**src/rtl/bfp_norm_pkg.sv**
```systemverilog
package bfp_norm_pkg;
    parameter int DATA_W = 16;
    parameter int TAG_W  = 2;
    parameter int GEXP_W = 5;
    parameter int SH_W   = 4;

    localparam int MAX_SHIFT = (1 << SH_W) - 1;
    localparam int SH_STAGES = SH_W;

    typedef logic signed [DATA_W-1:0] word_t;
    typedef logic [SH_W-1:0]          shamt_t;
    typedef logic [TAG_W-1:0]         tag_t;
    typedef logic [GEXP_W-1:0]        gexp_t;

    typedef enum logic [1:0] {
        SC_IN_RANGE = 2'd0,
        SC_CLAMPED  = 2'd1,
        SC_UNDER    = 2'd2
    } shift_class_e;

    typedef struct packed {
        shamt_t       amount;
        shift_class_e cls;
    } shift_res_t;

    typedef struct packed {
        logic   valid;
        logic   imag;
        word_t  data;
        shamt_t shamt;
    } stage_t;

    // Shift count from universal exponent minus (group + tag), clamped.
    function automatic shift_res_t calc_shift(gexp_t grp, tag_t tag, gexp_t univ);
        shift_res_t r;
        int         d;
        d = int'(univ) - int'(grp) - int'(tag);
        if (d < 0) begin
            r.amount = '0;
            r.cls    = SC_UNDER;
        end else if (d > MAX_SHIFT) begin
            r.amount = shamt_t'(MAX_SHIFT);
            r.cls    = SC_CLAMPED;
        end else begin
            r.amount = shamt_t'(d);
            r.cls    = SC_IN_RANGE;
        end
        return r;
    endfunction
endpackage

```
**src/rtl/bfp_exp_unit.sv**
```systemverilog
module bfp_exp_unit
    import bfp_norm_pkg::*;
(
    input  logic   clk,
    input  logic   rst,
    input  logic   grp_load,
    input  gexp_t  grp_in,
    input  gexp_t  univ,
    input  logic   in_valid,
    input  logic   in_imag,
    input  tag_t   in_tag,
    output shamt_t shamt,
    output gexp_t  grp_q,
    output logic   ovf
);
    shamt_t     held_shamt;
    shift_res_t res;

    always_comb begin
        res   = calc_shift(grp_q, in_tag, univ);
        shamt = in_imag ? held_shamt : res.amount;
    end

    always_ff @(posedge clk) begin
        if (rst) begin
            grp_q      <= '0;
            held_shamt <= '0;
            ovf        <= 1'b0;
        end else begin
            if (grp_load)
                grp_q <= grp_in;
            if (in_valid && !in_imag) begin
                held_shamt <= res.amount;
                if (res.cls == SC_UNDER)
                    ovf <= 1'b1;
            end
        end
    end
endmodule

```
**src/rtl/bfp_shifter.sv**
```systemverilog
module bfp_shifter
    import bfp_norm_pkg::*;
(
    input  word_t  din,
    input  shamt_t sh,
    output word_t  dout
);
    word_t stg [SH_STAGES+1];

    assign stg[0] = din;

    generate
        for (genvar i = 0; i < SH_STAGES; i++) begin : g_stage
            assign stg[i+1] = sh[i] ? (stg[i] >>> (1 << i)) : stg[i];
        end
    endgenerate

    assign dout = stg[SH_STAGES];
endmodule

```
**src/rtl/bfp_out_norm.sv**
```systemverilog
module bfp_out_norm
    import bfp_norm_pkg::*;
(
    input  logic        clk,
    input  logic        rst,
    input  logic        in_valid,
    input  logic        in_imag,
    input  logic [15:0] in_data,
    input  logic [1:0]  in_tag,
    input  logic        grp_load,
    input  logic [4:0]  grp_exp_in,
    input  logic [4:0]  univ_exp,
    output logic        out_valid,
    output logic        out_imag,
    output logic [15:0] out_data,
    output logic        overflow
);
    shamt_t cur_shamt;
    gexp_t  grp_q;
    stage_t s1;
    word_t  shifted;

    bfp_exp_unit u_exp (
        .clk      (clk),
        .rst      (rst),
        .grp_load (grp_load),
        .grp_in   (grp_exp_in),
        .univ     (univ_exp),
        .in_valid (in_valid),
        .in_imag  (in_imag),
        .in_tag   (in_tag),
        .shamt    (cur_shamt),
        .grp_q    (grp_q),
        .ovf      (overflow)
    );

    always_ff @(posedge clk) begin
        if (rst) begin
            s1 <= '0;
        end else begin
            s1.valid <= in_valid;
            s1.imag  <= in_imag;
            s1.data  <= word_t'(in_data);
            s1.shamt <= cur_shamt;
        end
    end

    bfp_shifter u_shift (
        .din  (s1.data),
        .sh   (s1.shamt),
        .dout (shifted)
    );

    always_ff @(posedge clk) begin
        if (rst) begin
            out_valid <= 1'b0;
            out_imag  <= 1'b0;
            out_data  <= '0;
        end else begin
            out_valid <= s1.valid;
            out_imag  <= s1.imag;
            out_data  <= shifted;
        end
    end
endmodule

```
**config.mk**
```make
export PLATFORM = sky130hd
export DESIGN_NAME = bfp_out_norm
export DESIGN_NICKNAME = d
export VERILOG_FILES = /design/src/rtl/bfp_norm_pkg.sv /design/src/rtl/bfp_exp_unit.sv /design/src/rtl/bfp_shifter.sv /design/src/rtl/bfp_out_norm.sv
export SDC_FILE = /design/constraint.sdc
export NUM_CORES = 1
export LEC_CHECK = 0
export BUFFER_PORTS_ARGS = -buffer_cell sky130_fd_sc_hd__buf_2
export CAP_MARGIN = 20
export CORE_UTILIZATION = 55
export CTS_CLUSTER_SIZE = 30
export DETAILED_ROUTE_END_ITERATION = 12
export GPL_ROUTABILITY_DRIVEN = 0
export HOLD_SLACK_MARGIN = 0.08
export PLACE_DENSITY = 0.8
export RECOVER_POWER = 25
export SYNTH_ARGS = -nofsm -noshare
export SYNTH_HDL_FRONTEND = slang
export SYNTH_SLANG_ARGS = --single-unit
```
**constraint.sdc**
```tcl
create_clock -name clk -period 5.05 [get_ports clk]
set_input_delay 1.01 -clock clk [delete_from_list [all_inputs] [get_ports clk]]
set_output_delay 1.01 -clock clk [all_outputs]
set_load 0.01 [all_outputs]
```
==> flow_metrics.tcl <==
set metrics [dict create \
    netlist_instances 286 \
    required_ns 5.14 \
    hpwl_um 3795 \
    drt_iter0_markers 118 \
    layout_common_cells "buf_2 (50), dfxtp_1 (50), nor2_1 (29)" \
    grt_max_degree 47 \
    cts-resized-gates 0 \
    cts_tree "yes" \
    postCtsSetupBuffers 0 \
    relSlewSlack -0.2333 \
    ir_worst_vdd_mv 0.1293 \
    final_core_util 0.6689 \
    vias_per_cell 5.546 \
    antenna_left 0 \
    worst_hold_path_type "flop to flop" \
    die_w_um 71.38 \
    grt_overflow 0 \
    endpoint_kind "flop" \
    clock_path_buffers 2 \
    grt_pass1_vias 1923 \
    grt_setup_unrepaired "false" \
    critPathKind "primary input to flop" \
    ys_ff_latch 50 \
    yosys_most_used_dff "dfxtp_1" \
    drc 6 \
    cp_cell_sequence "buf_2 -> inv_1 -> ha_1 -> fa_1 -> nand2b_1 -> a21oi_1 -> xor2_1 -> nor2_1 -> o21a_1 -> nand3_1 -> ha_1 -> or4b_1 -> nor4_1 -> nand3_1 -> nor2_1 -> o22ai_1" \
    yosysUniqueCellTypes 41 \
    numPortBuffers 51 \
    cp_data_arrival_time_ns 4.40 \
    mappedNetlistNets 338 \
    whs_path_depth 1 \
    placed_area_sq_mm 0.002909 \
    fp-row-count 24 \
    cts_root_buf "clkbuf_8" \
    cts.htree.levels 2 \
    numCtsBuffers 5 \
    synth_area_per_cell_sq_um 9.257 \
    crit_family "simple AND/OR/NAND/NOR gates" \
    critical_path_buf_inv_count 2 \
    clock-sinks 50 \
    period_minus_slack_ns 4.313 \
    fin_area_sq_mm 0.003013 \
    cpPeakStageDelay_ns 0.52 \
    hold_viol_final 0 \
    cellPowerDensity_mw_per_mm2 323.3 \
    setup_violations 0 \
    async_flop_share 0 \
    maxCapViolCount 1 \
    fin_crit_sh 0.8540 \
    timing.fmax_mhz 231.9 \
    core_sq_mm 0.004504 \
    grt_first_pass_wirelength_um 8521 \
    startpoint_type "primary input" \
    syn_area_sq_mm 0.002648 \
    drive_gt1_frac 0.2266 \
    fillCellCount 393 \
    ios 52 \
    wirelength_um 5080 \
    yosys_warnings 0 \
    first_pass_iters 8 \
    vias 2124 \
    grt_usage 0.2155 \
    slew_viol_final 47 \
    antenna_cells 0 \
    synth_edf_count 0 \
    crit_fanout 6 \
    place_inst 375 \
    die_h_um 71.38 \
    nets 382 \
    insertion_delay_ns 0.31 \
    power.leakage_nw 1.304 \
    antenna_found_initial 0 \
    clkTransAtPathRegs_ns 0.08 \
    ctsHoldBuffers 0 \
    tns_ns 0 \
    rr_worst_depth 14 \
    path_depth 16 \
    slowest_stage "or4b_1" \
    area_delta_synth_final_pct 13.80 \
    regArea_sq_mm 0.001001 \
    skew_ns 0.01199 \
    failed_checks "DRC, capacitance limit, slew limit" \
    status "finished, violations left" \
    die_area_sq_mm 0.005095 \
    start_util 0.5878 \
    multi_input_area_sq_mm 0.001528 \
    seq_area_frac_synth 0.3781 \
    wl_per_cell_um 13.26 \
    worst_pin_slew_ns 1.850 \
    fin_cells 383 \
]
==> state kept, by name, indices dropped and copies added, names as in the netlist <==
name,flops
out_imag,1
out_data,16
s1,22
u_exp.grp_q,5
out_valid,1
u_exp.ovf,1
u_exp.held_shamt,4
==> power by group <==
part / switching, mW / internal (mW)
Sequential: 0.0336 / 0.429
Combinational: 0.134 / 0.125
Clock: 0.127 / 0.126
Total: 0.294 / 0.680
==> synthesized netlist by cell type (2+ instances only) <==
library cell,n,area share
a211oi_1,10,0.028
a21o_1,2,0.0057
a21oi_1,18,0.034
a311oi_1,2,0.0066
buf_2,2,0.0038
buf_4,2,0.0057
clkbuf_1,10,0.014
dfxtp_1,50,0.38
fa_1,2,0.015
ha_1,17,0.080
inv_1,14,0.020
mux2_2,4,0.017
mux2i_1,17,0.064
mux4_2,6,0.051
nand2_1,20,0.028
nand2b_1,3,0.0071
nand3_1,5,0.0095
nand3b_1,2,0.0057
nor2_1,29,0.041
nor2b_1,27,0.064
nor3_1,4,0.0076
nor3b_1,4,0.011
o21a_1,4,0.011
o21ai_0,8,0.015
o22ai_1,4,0.0095
or3b_2,2,0.0066
xnor2_1,2,0.0066
xor2_1,3,0.0099
==> cell families after synthesis <==
kind of cell | after synthesis | synth area share
muxes | 27 | 0.1323
DFF | 50 | 0.3781
adders and majority gates | 19 | 0.09546
xor gates and xnor gates | 6 | 0.02269
and+or+nand+nor | 103 | 0.2018
buffers and inverters | 29 | 0.04489
AOI/OAI and AO/OA | 52 | 0.1248
==> metal layers <==
| metal | track usage | vias to the layer above | part of all wire |
|---|---|---|---|
| li1 | - | 1083 | - |
| met1 | 0.2462 | 962 | 0.43 |
| met2 | 0.3757 | 62 | 0.50 |
| met3 | 0.04923 | 17 | 0.048 |
| met4 | 0.1133 | 0 | 0.029 |
| met5 | 0 | - | 0 |
==> through the flow <==
stage / hold WS (ns) / worst slack [ns] / power, mW
floorplan: 0.4138 / 0.9394 / 0.6620
global placement: 0.4185 / 0.6650 / 0.7201
CTS: 0.4479 / 0.8217 / 0.9800
detailed placement: 0.4284 / 0.5474 / 0.7284
finish: 0.4396 / 0.7373 / 0.9741
global route: 0.4690 / 0.4073 / 1.031
==> path summary, 6_finish.rpt <==
kind	end	from	slack (ns)
min reg2reg	out_valid	s1[21]	0.44
min	out_valid	s1[21]	0.44
max reg2reg	s1[1]	u_exp.grp_q[0]	1.22
max	s1[1]	univ_exp[0]	0.74
==> final cells by class <==
class,count,share of cell area
multi-input combinational,207,0.5071
sequential,50,0.3322
timing repair buffer,52,0.08679
clock buffer,7,0.03198
tap,52,0.02159
inverter,14,0.01744
clock inverter,1,0.002907
(Power assumes the default switching activity.)
